--- src/rtl/bcd_rtc_core.sv ---
module bcd_rtc_core #(
  parameter int PRESCALE = 2
) (
  input  logic       clk,
  input  logic       rst_n,
  input  logic       tick,
  input  logic       freeze,
  input  logic       low_volt,
  input  logic       wr_en,
  input  logic [3:0] wr_addr,
  input  logic [7:0] wr_data,
  output logic [7:0] sec_o,
  output logic [7:0] min_o,
  output logic [7:0] hour_o,
  output logic [7:0] wday_o,
  output logic [7:0] day_o,
  output logic [7:0] mon_o,
  output logic [7:0] year_o,
  output logic [7:0] ctl1_o,
  output logic [7:0] ctl2_o,
  output logic       osc_stop_o,
  output logic       volt_low_o
);

  localparam int PW = (PRESCALE > 1) ? $clog2(PRESCALE) : 1;
  localparam logic [PW-1:0] PLAST = PW'(PRESCALE - 1);

  logic [PW-1:0] pcnt;
  logic          pend;
  logic [7:0]    sec, mnt, hour, day, mon, year, ctl1;
  logic [2:0]    wday;
  logic          osc, vlow;
  logic [7:0]    n_sec, n_mnt, n_hour, n_day, n_mon, n_year;
  logic [2:0]    n_wday;

  wire sec_roll = tick && (pcnt == PLAST);
  wire hold     = freeze | wr_en;
  wire adv      = !hold && (pend || sec_roll);
  wire wr_sec   = wr_en && (wr_addr == 4'd0);
  wire mode24   = ctl1[5];

  function automatic logic [7:0] bcd_inc(input logic [7:0] v);
    bcd_inc = (v[3:0] >= 4'd9) ? {v[7:4] + 4'd1, 4'd0} : v + 8'd1;
  endfunction

  function automatic logic leap(input logic [7:0] y);
    if (y[4]) leap = (y[3:0] == 4'd2) || (y[3:0] == 4'd6);
    else      leap = (y[3:0] == 4'd0) || (y[3:0] == 4'd4) || (y[3:0] == 4'd8);
  endfunction

  function automatic logic [7:0] month_len(input logic [4:0] m, input logic lp);
    case (m)
      5'h02:                      month_len = lp ? 8'h29 : 8'h28;
      5'h04, 5'h06, 5'h09, 5'h11: month_len = 8'h30;
      default:                    month_len = 8'h31;
    endcase
  endfunction

  always_comb begin
    logic c_min, c_hr, c_day, c_mon, c_yr;
    logic [7:0] h8;
    n_sec = sec; n_mnt = mnt; n_hour = hour; n_wday = wday;
    n_day = day; n_mon = mon; n_year = year;
    c_min = 1'b0; c_hr = 1'b0; c_day = 1'b0; c_mon = 1'b0; c_yr = 1'b0;
    h8 = 8'h00;
    if (adv) begin
      c_min = (sec >= 8'h59);
      n_sec = c_min ? 8'h00 : bcd_inc(sec);
      if (c_min) begin
        c_hr  = (mnt >= 8'h59);
        n_mnt = c_hr ? 8'h00 : bcd_inc(mnt);
      end
      if (c_hr) begin
        if (mode24) begin
          c_day  = (hour >= 8'h23);
          n_hour = c_day ? 8'h00 : bcd_inc(hour);
        end else if (hour[4:0] >= 5'h12) begin
          n_hour = {2'b00, hour[5], 5'h01};
        end else if (hour[4:0] == 5'h11) begin
          n_hour = {2'b00, ~hour[5], 5'h12};
          c_day  = hour[5];
        end else begin
          h8     = bcd_inc({3'b000, hour[4:0]});
          n_hour = {2'b00, hour[5], h8[4:0]};
        end
      end
      if (c_day) begin
        n_wday = (wday >= 3'd6) ? 3'd0 : wday + 3'd1;
        c_mon  = (day >= month_len(mon[4:0], leap(year)));
        n_day  = c_mon ? 8'h01 : bcd_inc(day);
      end
      if (c_mon) begin
        c_yr  = (mon[4:0] >= 5'h12);
        h8    = bcd_inc({3'b000, mon[4:0]});
        n_mon = {mon[7], 2'b00, c_yr ? 5'h01 : h8[4:0]};
      end
      if (c_yr) begin
        n_year = (year >= 8'h99) ? 8'h00 : bcd_inc(year);
        if (year >= 8'h99) n_mon[7] = ~mon[7];
      end
    end
  end

  always_ff @(posedge clk or negedge rst_n) begin
    if (!rst_n) begin
      pcnt <= '0;
      pend <= 1'b0;
    end else begin
      if (wr_sec)     pcnt <= '0;
      else if (tick)  pcnt <= sec_roll ? '0 : pcnt + 1'b1;
      if (wr_sec)     pend <= 1'b0;
      else if (hold)  pend <= pend | sec_roll;
      else            pend <= pend & sec_roll;
    end
  end

  always_ff @(posedge clk or negedge rst_n) begin
    if (!rst_n) begin
      sec <= 8'h00; mnt <= 8'h00; hour <= 8'h12; wday <= 3'd0;
      day <= 8'h01; mon <= 8'h01; year <= 8'h00; ctl1 <= 8'h00;
      osc <= 1'b1;  vlow <= 1'b0;
    end else begin
      sec <= n_sec; mnt <= n_mnt; hour <= n_hour; wday <= n_wday;
      day <= n_day; mon <= n_mon; year <= n_year;
      vlow <= vlow | low_volt;
      if (wr_en) begin
        case (wr_addr)
          4'd0:  sec  <= wr_data & 8'h7F;
          4'd1:  mnt  <= wr_data & 8'h7F;
          4'd2:  hour <= wr_data & 8'h3F;
          4'd3:  wday <= wr_data[2:0];
          4'd4:  day  <= wr_data & 8'h3F;
          4'd5:  mon  <= wr_data & 8'h9F;
          4'd6:  year <= wr_data;
          4'd14: ctl1 <= wr_data;
          4'd15: begin
            osc  <= osc & wr_data[4];
            vlow <= (vlow & wr_data[6]) | low_volt;
          end
          default: ;
        endcase
      end
    end
  end

  assign sec_o      = sec;
  assign min_o      = mnt;
  assign hour_o     = hour;
  assign wday_o     = {5'b00000, wday};
  assign day_o      = day;
  assign mon_o      = mon;
  assign year_o     = year;
  assign ctl1_o     = ctl1;
  assign ctl2_o     = {1'b0, vlow, 1'b0, osc, 4'b0000};
  assign osc_stop_o = osc;
  assign volt_low_o = vlow;

  p_sec_bcd_r2: assert property (@(posedge clk) disable iff (!rst_n)
    (sec[3:0] <= 4'd9) && (sec <= 8'h59));

  p_pm_flip_r4: assert property (@(posedge clk) disable iff (!rst_n)
    (adv && !mode24 && sec == 8'h59 && mnt == 8'h59 && hour[4:0] == 5'h11)
    |=> (hour[5] != $past(hour[5])) && (hour[4:0] == 5'h12));

  p_day_nonzero_r5: assert property (@(posedge clk) disable iff (!rst_n)
    day != 8'h00);

  p_century_r6: assert property (@(posedge clk) disable iff (!rst_n)
    (!wr_en && year == 8'h99) |=> (year != 8'h00) || (mon[7] != $past(mon[7])));

  p_wday_range_r7: assert property (@(posedge clk) disable iff (!rst_n)
    wday <= 3'd6);

  p_frozen_stable_r9: assert property (@(posedge clk) disable iff (!rst_n)
    (freeze && !wr_en) |=> $stable(sec) && $stable(mnt) && $stable(day));

  p_flag_clear_r11: assert property (@(posedge clk) disable iff (!rst_n)
    (wr_en && wr_addr == 4'd15 && !wr_data[4]) |=> !osc_stop_o);

endmodule

--- config.mk ---
export PLATFORM = sky130hd
export DESIGN_NAME = bcd_rtc_core
export DESIGN_NICKNAME = d
export VERILOG_FILES = /design/src/rtl/bcd_rtc_core.sv
export SDC_FILE = /design/constraint.sdc
export NUM_CORES = 1
export LEC_CHECK = 0
export ABC_AREA = 1
export BUFFER_PORTS_ARGS = -buffer_cell sky130_fd_sc_hd__buf_2
export CAP_MARGIN = 10
export CORE_MARGIN = 10
export CORE_UTILIZATION = 30
export CTS_BUF_LIST = sky130_fd_sc_hd__clkbuf_4
export DETAILED_ROUTE_END_ITERATION = 6
export GPL_TIMING_DRIVEN = 0
export PLACE_DENSITY_LB_ADDON = 0.1
export SYNTH_ARGS = -nofsm -noshare
export SYNTH_HDL_FRONTEND = slang
export SYNTH_SLANG_ARGS = --single-unit
--- constraint.sdc ---
create_clock -name clk -period 5.82 [get_ports clk]
set_input_delay 1.164 -clock clk [delete_from_list [all_inputs] [get_ports clk]]
set_output_delay 1.164 -clock clk [all_outputs]
set_load 0.03 [all_outputs]
==> PnR_summary.wiki, run 1 <==
{| class="wikitable"
! Metric !! Value
|-
| Status || finished, final reports clean
|-
| Internal cell power || ~0.0011 W
|-
| Total Die Area || slightly above 0.02 mm²
|-
| Antenna-violating nets left || 0
|-
| H-tree Lvls || 3
|-
| Signal arrival time at the worst endpoint || around 3.3 ns
|-
| Total leakage power || just under 3 nW
|-
| Synth warn || 0
|-
| Primary flip-flop cell chosen by synthesis mapping || sky130_fd_sc_hd__dfrtp_1
|-
| Highest ir drop seen on vdd || 0.166 mV
|-
| Logic pwr share || 50.8%
|-
| Minimum period implied by the final worst setup slack || 2.88 ns
|-
| Worst slack after detailed placement || 2.95 ns
|-
| Library cell occupying the most area in the post-synthesis netlist || sky130_fd_sc_hd__dfrtp_1
|-
| Clock tree skew after final layout || 0.0126 ns
|-
| Number of buffers added by the clock tree synthesis step || 9
|-
| Start point of the worst min-delay path || ctl1_o[2]$_DFFE_PN0P_
|-
| Post-layout power || 0.00228 W
|-
| Chip Height || between 100 and 150 µm
|-
| Initial antenna violation count || 1
|-
| Area added between synthesis and finish || 18.8%
|-
| Width of the die || 144 µm
|-
| Largest fanout of any net on the critical path || 10
|-
| Vias in the first global route || 4254
|-
| Fmax || 347 MHz
|-
| Average detailed-routed wire length per instance || 15.7 µm
|-
| PD cells || 417 mW/mm²
|-
| Fraction of final layout cells sized beyond drive strength 1 || 22.2%
|-
| Final setup vio count || 0
|-
| Final critical-path share of the clock period || between 40% and 50%
|-
| Overall fraction of global-route tracks in use || 14.3%
|-
| Critical Path Start || mon_o[1]$_DFF_PN0_
|-
| Class of the worst hold path || flop to flop
|-
| Standard-cell rows || 45
|-
| Switching power || 0.00115 W
|-
| Remaining global-route overflow || 0
|-
| Cell Area, Synth || 0.00459 mm²
|-
| Share of the synthesized area in compound gates (AO/OA/AOI/OAI) || between 10% and 20%
|-
| RSZ-0062 raised after global routing || no
|-
| Worst setup path category || flop to flop
|-
| Part of the Yosys area used for sequential elements || 34.5%
|-
| Clock network fraction of total power || 15.8%
|-
| # nets final || between 700 and 800
|-
| Crit path capture type || flop
|-
| Adder and majority gate portion of the synthesized area || between 10% and 20%
|-
| Wire length of the first global-routing pass || 22.9 mm
|-
| Most frequently used cell type in the post-synthesis netlist || sky130_fd_sc_hd__nand2_1
|-
| Post-cts hold buffer count || 0
|-
| Gate count after technology mapping || 614
|-
| Number of detailed-route iterations in the first pass || 4
|-
| TritonCTS clock tree || yes
|-
| Via total after detailed routing || 4381
|-
| DRC errors left || 0
|-
| Drt first-iter violations || 293
|-
| Std-Cell Core Area || 0.0151 mm²
|-
| Launch instance of the worst register-to-register path || mon_o[1]$_DFF_PN0_
|-
| Avg Inst Size Synth || 7.47 µm²
|-
| Mux share of post-synthesis cell area || less than 1%
|-
| Flip-flop and latch count after synthesis || 63
|-
| TritonCTS Sinks || between 60 and 70
|-
| Share of power burned in registers || between 30% and 40%
|-
| Number of failing hold endpoints at the final stage || 0
|-
| Max Transition Viols Final || 0
|-
| Post-layout instance area || 0.00545 mm²
|-
| Startpoint kind of the worst setup timing path || flop
|-
| Switching share of total power || 50.7%
|-
| Area share of the largest cell type after synthesis || 31.6%
|-
| Maximum root-to-sink buffer count || 2
|-
| Clk_lat worst skew || ~0.46 ns
|-
| Final routed wirelength across all metal layers || 14.3 mm
|-
| Detail Placement HPWL || 10.9 mm
|-
| Number of instances resized during post-cts repair || 0
|-
| Final RePlAce weighted congestion || 0.864
|-
| Required time reported for the critical path endpoint || roughly 6.2 ns
|-
| I/O pin cnt || 92
|-
| Cell variety after synth || 48
|-
| Root Buffer Master || sky130_fd_sc_hd__clkbuf_4
|-
| Number of buffers inserted by port buffering || 80
|-
| Fraction of synthesized cell area in xor and xnor cells || under 10%
|-
| Number of flops mapped to enable cells by yosys || 0
|-
| Main combinational cell family by area after synthesis || simple AND/OR/NAND/NOR gates
|-
| Detail-routed via count per cell || 4.81
|-
| Fin Setup TNS || 0 ns
|-
| Worst-case setup margin in the final layout || 2.94 ns
|-
| Post-CTS setup buffer count || 0
|-
| Area share of and/or/nand/nor cells after synthesis || 28.2%
|-
| Post-CTS clock slew at the launch and capture registers of the worst setup and hold paths || 0.12 ns
|-
| Area after detailed placement || 0.00529 mm²
|-
| Synth top cells by count || sky130_fd_sc_hd__nand2_1, sky130_fd_sc_hd__inv_1, sky130_fd_sc_hd__dfrtp_1
|-
| Proportion of register bits with asynchronous set or reset after synthesis || 100%
|-
| Cell types occupying the most area after synthesis || sky130_fd_sc_hd__dfrtp_1, sky130_fd_sc_hd__nand2_1, sky130_fd_sc_hd__ha_1
|-
| Maximum number of pins on one net before global-route repair || 64
|-
| Reported max-cap violation count || 0
|-
| Starting Density || 30.4%
|}
power groups by stage:
stage | clock (W) | sequential, W | combinational, W
after floorplan | 0 | 0.000974 | 0.000600
after global placement | 0 | 0.000766 | 0.00115
after detailed placement | 0 | 0.000768 | 0.00116
after CTS | 0.000374 | 0.000762 | 0.00117
after global routing | 0.000392 | 0.000785 | 0.00131
final | 0.000360 | 0.000759 | 0.00116
routing by layer:
layer | global-route usage [%] | wire length [µm] | vias to the layer above
met1 | 18.3 | 6670 | 2082
met3 | 3.40 | 718 | 17
met4 | 5.70 | 284 | 0
met2 | 22.5 | 6650 | 106
met5 | 0 | 0 | -
li1 | - | - | 2176
registers in the layout, indices dropped and copies added (netlist names), 3 cells and up:
name    flops
ctl1_o      8
day_o       8
hour_o      8
min_o       8
mon_o       8
sec_o       8
wday        3
year_o      8
worst max-delay path, cell delays in order (launching register included):
cell and delay (ns):
sky130_fd_sc_hd__dfrtp_1 0.49, sky130_fd_sc_hd__ha_1 0.27, sky130_fd_sc_hd__inv_1 0.05, sky130_fd_sc_hd__nor3_1 0.41, sky130_fd_sc_hd__o21a_1 0.19, sky130_fd_sc_hd__a21oi_1 0.06, sky130_fd_sc_hd__ha_1 0.30, sky130_fd_sc_hd__nand2_1 0.05
sky130_fd_sc_hd__nor2_1 0.10, sky130_fd_sc_hd__nand2_1 0.09, sky130_fd_sc_hd__nand3_4 0.18, sky130_fd_sc_hd__buf_2 0.26, sky130_fd_sc_hd__nand4_1 0.11, sky130_fd_sc_hd__nand2_1 0.07, sky130_fd_sc_hd__inv_1 0.04, sky130_fd_sc_hd__nand2_1 0.07
sky130_fd_sc_hd__nand2_1 0.05
cells in the final DEF, fill, tap and decap left out, types with 6 or more instances in the layout:
| cell | Yosys | routed |
|---|---|---|
| sky130_fd_sc_hd__nand2_1 | 138 | 138 |
| sky130_fd_sc_hd__inv_1 | 97 | 97 |
| sky130_fd_sc_hd__buf_2 | 2 | 81 |
| sky130_fd_sc_hd__dfrtp_1 | 58 | 58 |
| sky130_fd_sc_hd__nand3_1 | 43 | 43 |
| sky130_fd_sc_hd__o21ai_0 | 40 | 40 |
| sky130_fd_sc_hd__ha_1 | 37 | 37 |
| sky130_fd_sc_hd__nor2_1 | 35 | 35 |
| sky130_fd_sc_hd__a21oi_1 | 26 | 26 |
| sky130_fd_sc_hd__buf_4 | 13 | 14 |
| sky130_fd_sc_hd__nand4_1 | 13 | 13 |
| sky130_fd_sc_hd__conb_1 | 1 | 11 |
| sky130_fd_sc_hd__clkbuf_4 | 0 | 11 |
| sky130_fd_sc_hd__nand2_2 | 9 | 9 |
| sky130_fd_sc_hd__o21ai_1 | 9 | 9 |
| sky130_fd_sc_hd__nor3_1 | 8 | 8 |
| sky130_fd_sc_hd__inv_2 | 7 | 7 |
| sky130_fd_sc_hd__xor2_1 | 7 | 7 |
| sky130_fd_sc_hd__o22ai_1 | 7 | 7 |
| sky130_fd_sc_hd__nor2_2 | 6 | 6 |
cell type report:
| cell class | instances | area, µm² |
|---|---|---|
| Antenna cell | 2 | 5.00 |
| Buffer | 19 | 149 |
| Clock buffer | 11 | 82.6 |
| Clock inverter | 5 | 72.6 |
| Fill cell | 1646 | 9640 |
| Inverter | 106 | 400 |
| Multi-Input combinational cell | 436 | 2490 |
| Sequential cell | 63 | 1580 |
| Tap cell | 188 | 235 |
| Timing Repair Buffer | 81 | 430 |
logic make-up after synthesis:
| logic type | count (synthesis) |
|---|---|
| DFF | 63 |
| other | 1 |
| muxes | 1 |
| AOI/OAI and AO/OA | 108 |
| xor gates and xnor gates | 8 |
| and+or+nand+nor | 271 |
| adders and majority gates | 37 |
| buffers and inverters | 125 |
path summary, 6_finish.rpt:
kind | end | slack [ns] | cells after the start
worst max-delay path | year_o[4]$_DFF_PN0_ | 2.94 | 16
worst min-delay path | ctl1_o[2]$_DFFE_PN0P_ | 0.50 | 2
worst max register to register | year_o[4]$_DFF_PN0_ | 2.94 | 16
worst min register to register | ctl1_o[2]$_DFFE_PN0P_ | 0.50 | 2
max in group asynchronous | osc_stop_o$_DFFE_PN1P_ | 4.80 | 2
min in group asynchronous | day_o[2]$_DFF_PN0_ | 0.70 | 2
through the flow:
stage / hold slack (ns) / utilization, % / cells
final: 0.499 / 36.1 / 911
after global placement: 0.472 / 34.9 / 892
after CTS: 0.505 / 36.1 / 909
after floorplan: 0.528 / - / 624
after detailed placement: 0.476 / 35.1 / 893
after global routing: 0.527 / 36.1 / 911
Power figures use the tool's default switching activity.
==> run 2, diff against run 1 <==
==> constraint.sdc (replaced) <==
create_clock -name clk -period 2.5 [get_ports clk]
set_input_delay 0.5 -clock clk [delete_from_list [all_inputs] [get_ports clk]]
set_output_delay 0.5 -clock clk [all_outputs]
set_load 0.03 [all_outputs]
==> run 2 against run 1 <==
Compared with the run above:
- the run now ends with negative setup slack left
- fmax increased by 11%
- global-route usage increased by 0.13 points
- clock power increased by 100%
- clock skew decreased by 0.0029 ns
- routed wire length increased by 3.2%
- first-iteration DRC count unchanged
- flip-flop and latch count unchanged
- core utilization increased by 1.2 points
- cell area increased by 3.3%
==> PnR_summary.wiki, run 2 (synthesized netlist as in run 1, its figures left out) <==
{| class="wikitable"
! Metric !! Value
|-
| Total leakage power || 2.99 nW
|-
| Area after detailed placement || approximately 0.0053 mm²
|-
| Highest ir drop seen on vdd || between 0.4 and 0.5 mV
|-
| Number of detailed-route iterations in the first pass || 4
|-
| Maximum root-to-sink buffer count || 2
|-
| Largest fanout of any net on the critical path || 5
|-
| H-tree Lvls || 3
|-
| Vias in the first global route || 4343
|-
| Wire length of the first global-routing pass || 23.1 mm
|-
| Average detailed-routed wire length per instance || 16.0 µm
|-
| Minimum period implied by the final worst setup slack || 2.59 ns
|-
| Number of failing hold endpoints at the final stage || 0
|-
| Clock tree skew after final layout || 0.00969 ns
|-
| Switching share of total power || 51.9%
|-
| Critical Path Start || mon_o[0]$_DFF_PN1_
|-
| Antenna-violating nets left || 0
|-
| TritonCTS Sinks || 63
|-
| Fmax || 386 MHz
|-
| Crit path capture type || flop
|-
| Class of the worst hold path || input port to async pin
|-
| Signal arrival time at the worst endpoint || 2.94 ns
|-
| Final routed wirelength across all metal layers || 14.8 mm
|-
| Area added between synthesis and finish || 22.7%
|-
| Required time reported for the critical path endpoint || 2.85 ns
|-
| Reported max-cap violation count || 0
|-
| Root Buffer Master || sky130_fd_sc_hd__clkbuf_4
|-
| Post-CTS clock slew at the launch and capture registers of the worst setup and hold paths || approximately 0.11 ns
|-
| Chip Height || 144 µm
|-
| PD cells || ~960 mW/mm²
|-
| RSZ-0062 raised after global routing || yes
|-
| Starting Density || 30.4%
|-
| Final critical-path share of the clock period || 104%
|-
| Maximum number of pins on one net before global-route repair || 64
|-
| Failing checks || negative setup slack
|-
| Startpoint kind of the worst setup timing path || flop
|-
| Overall fraction of global-route tracks in use || 14.4%
|-
| Commonest non-fill, non-tap cell in the layout || sky130_fd_sc_hd__nand2_1
|-
| Final RePlAce weighted congestion || between 0.8 and 0.9
|-
| Post-layout instance area || 0.00563 mm²
|-
| Worst-case setup margin in the final layout || -0.0909 ns
|-
| Detail-routed via count per cell || 4.83
|-
| Worst slack after detailed placement || -0.380 ns
|-
| Share of power burned in registers || 32.9%
|-
| TritonCTS clock tree || yes
|-
| Clock network fraction of total power || 13.4%
|-
| Max Transition Viols Final || 0
|-
| Detail Placement HPWL || 10.9 mm
|-
| Number of buffers added by the clock tree synthesis step || 9
|-
| Std-Cell Core Area || 0.0151 mm²
|-
| Clk_lat worst skew || 0.46 ns
|-
| Status || finished with violations
|-
| Drt first-iter violations || 293
|-
| I/O pin cnt || 92
|-
| Via total after detailed routing || ~4500
|-
| Launch instance of the worst register-to-register path || mon_o[0]$_DFF_PN1_
|-
| Remaining global-route overflow || 0
|-
| Total Die Area || 0.0206 mm²
|-
| Post-cts hold buffer count || 0
|-
| Switching power || 0.00279 W
|-
| Worst setup path category || flop to flop
|-
| Standard-cell rows || 45
|-
| Fraction of final layout cells sized beyond drive strength 1 || 25.7%
|-
| Final setup vio count || 23
|-
| Initial antenna violation count || 1
|-
| Internal cell power || 0.00259 W
|-
| Leading cell types in the layout, fill and taps excluded || sky130_fd_sc_hd__nand2_1, sky130_fd_sc_hd__inv_1, sky130_fd_sc_hd__buf_2
|-
| Fill cell total of the finished layout || 1636
|-
| # nets final || 784
|-
| Utilization after layout || 37.3%
|-
| DRC errors left || 0
|-
| Width of the die || between 100 and 150 µm
|-
| Number of buffers inserted by port buffering || 80
|-
| Logic pwr share || a little over half
|}
## run 2: worst paths after layout
path                                           to  slack (ns)  cells past startpoint
max                           year_o[7]$_DFF_PN0_       -0.09                     16
min                            day_o[2]$_DFF_PN0_        0.03                      2
max reg2reg                   year_o[7]$_DFF_PN0_       -0.09                     16
min reg2reg                 ctl1_o[2]$_DFFE_PN0P_        0.50                      2
max in group asynchronous  osc_stop_o$_DFFE_PN1P_        2.15                      2
min in group clk             volt_low_o$_DFF_PN0_        0.24                      2
## run 2: cell type report
type,instances,area [µm²],share of cell area [%]
inverters,106,403,7.16
plain buffers,19,155,2.76
flip-flops and latches,63,1580,28.1
repair buffers,91,520,9.24
clock buffers,9,67.6,1.20
well taps,188,235,4.18
diodes,1,2.50,0.0444
multi-input cells,439,2600,46.2
clock inverters,7,63.8,1.13
## run 2: timing repair
action                     4_1_cts  5_1_grt
resized for setup               24        4
cloned                           2        2
pin swaps                        8        5
buffers inserted                 8        1
setup endpoints to repair       23       23
## run 2: through the flow
stage          hold WS (ns)  cells  total power [W]  setup TNS [ns]
2_1_floorplan         0.204    624          0.00366               0
3_3_place_gp          0.473    892          0.00446           -5.52
3_5_place_dp          0.477    893          0.00450           -5.78
4_1_cts              0.0280    919          0.00538          -0.783
5_1_grt              0.0487    923          0.00587           -5.00
6_report             0.0278    923          0.00538           -1.28
## run 2: routing by layer
layer / wire length, µm / global-route usage, %
met5: 0 / 0
met4: 297 / 6.72
met3: 983 / 3.60
met2: 6980 / 23.2
met1: 6530 / 17.7
## run 2: power by group through the flow
stage / clock network (W) / registers (W) / logic [W]
global route: 0.000793 / 0.00184 / 0.00324
global placement: 0 / 0.00178 / 0.00267
floorplan: 0 / 0.00227 / 0.00140
CTS: 0.000750 / 0.00178 / 0.00285
detailed placement: 0 / 0.00179 / 0.00271
finish: 0.000719 / 0.00177 / 0.00289
## run 2: worst max-delay path: stages (launching register included)
cell,delay [ns]
sky130_fd_sc_hd__dfstp_2,0.59
sky130_fd_sc_hd__buf_6,0.12
sky130_fd_sc_hd__ha_1,0.15
sky130_fd_sc_hd__inv_2,0.05
sky130_fd_sc_hd__o311ai_2,0.28
sky130_fd_sc_hd__a21oi_2,0.11
sky130_fd_sc_hd__ha_1,0.29
sky130_fd_sc_hd__nand2_1,0.05
sky130_fd_sc_hd__nor2_1,0.12
sky130_fd_sc_hd__nand2_2,0.11
sky130_fd_sc_hd__nand3_4,0.16
sky130_fd_sc_hd__buf_6,0.12
sky130_fd_sc_hd__nand4_2,0.10
sky130_fd_sc_hd__nand2_1,0.10
sky130_fd_sc_hd__inv_1,0.05
sky130_fd_sc_hd__nand2_1,0.05
sky130_fd_sc_hd__nand2_1,0.04
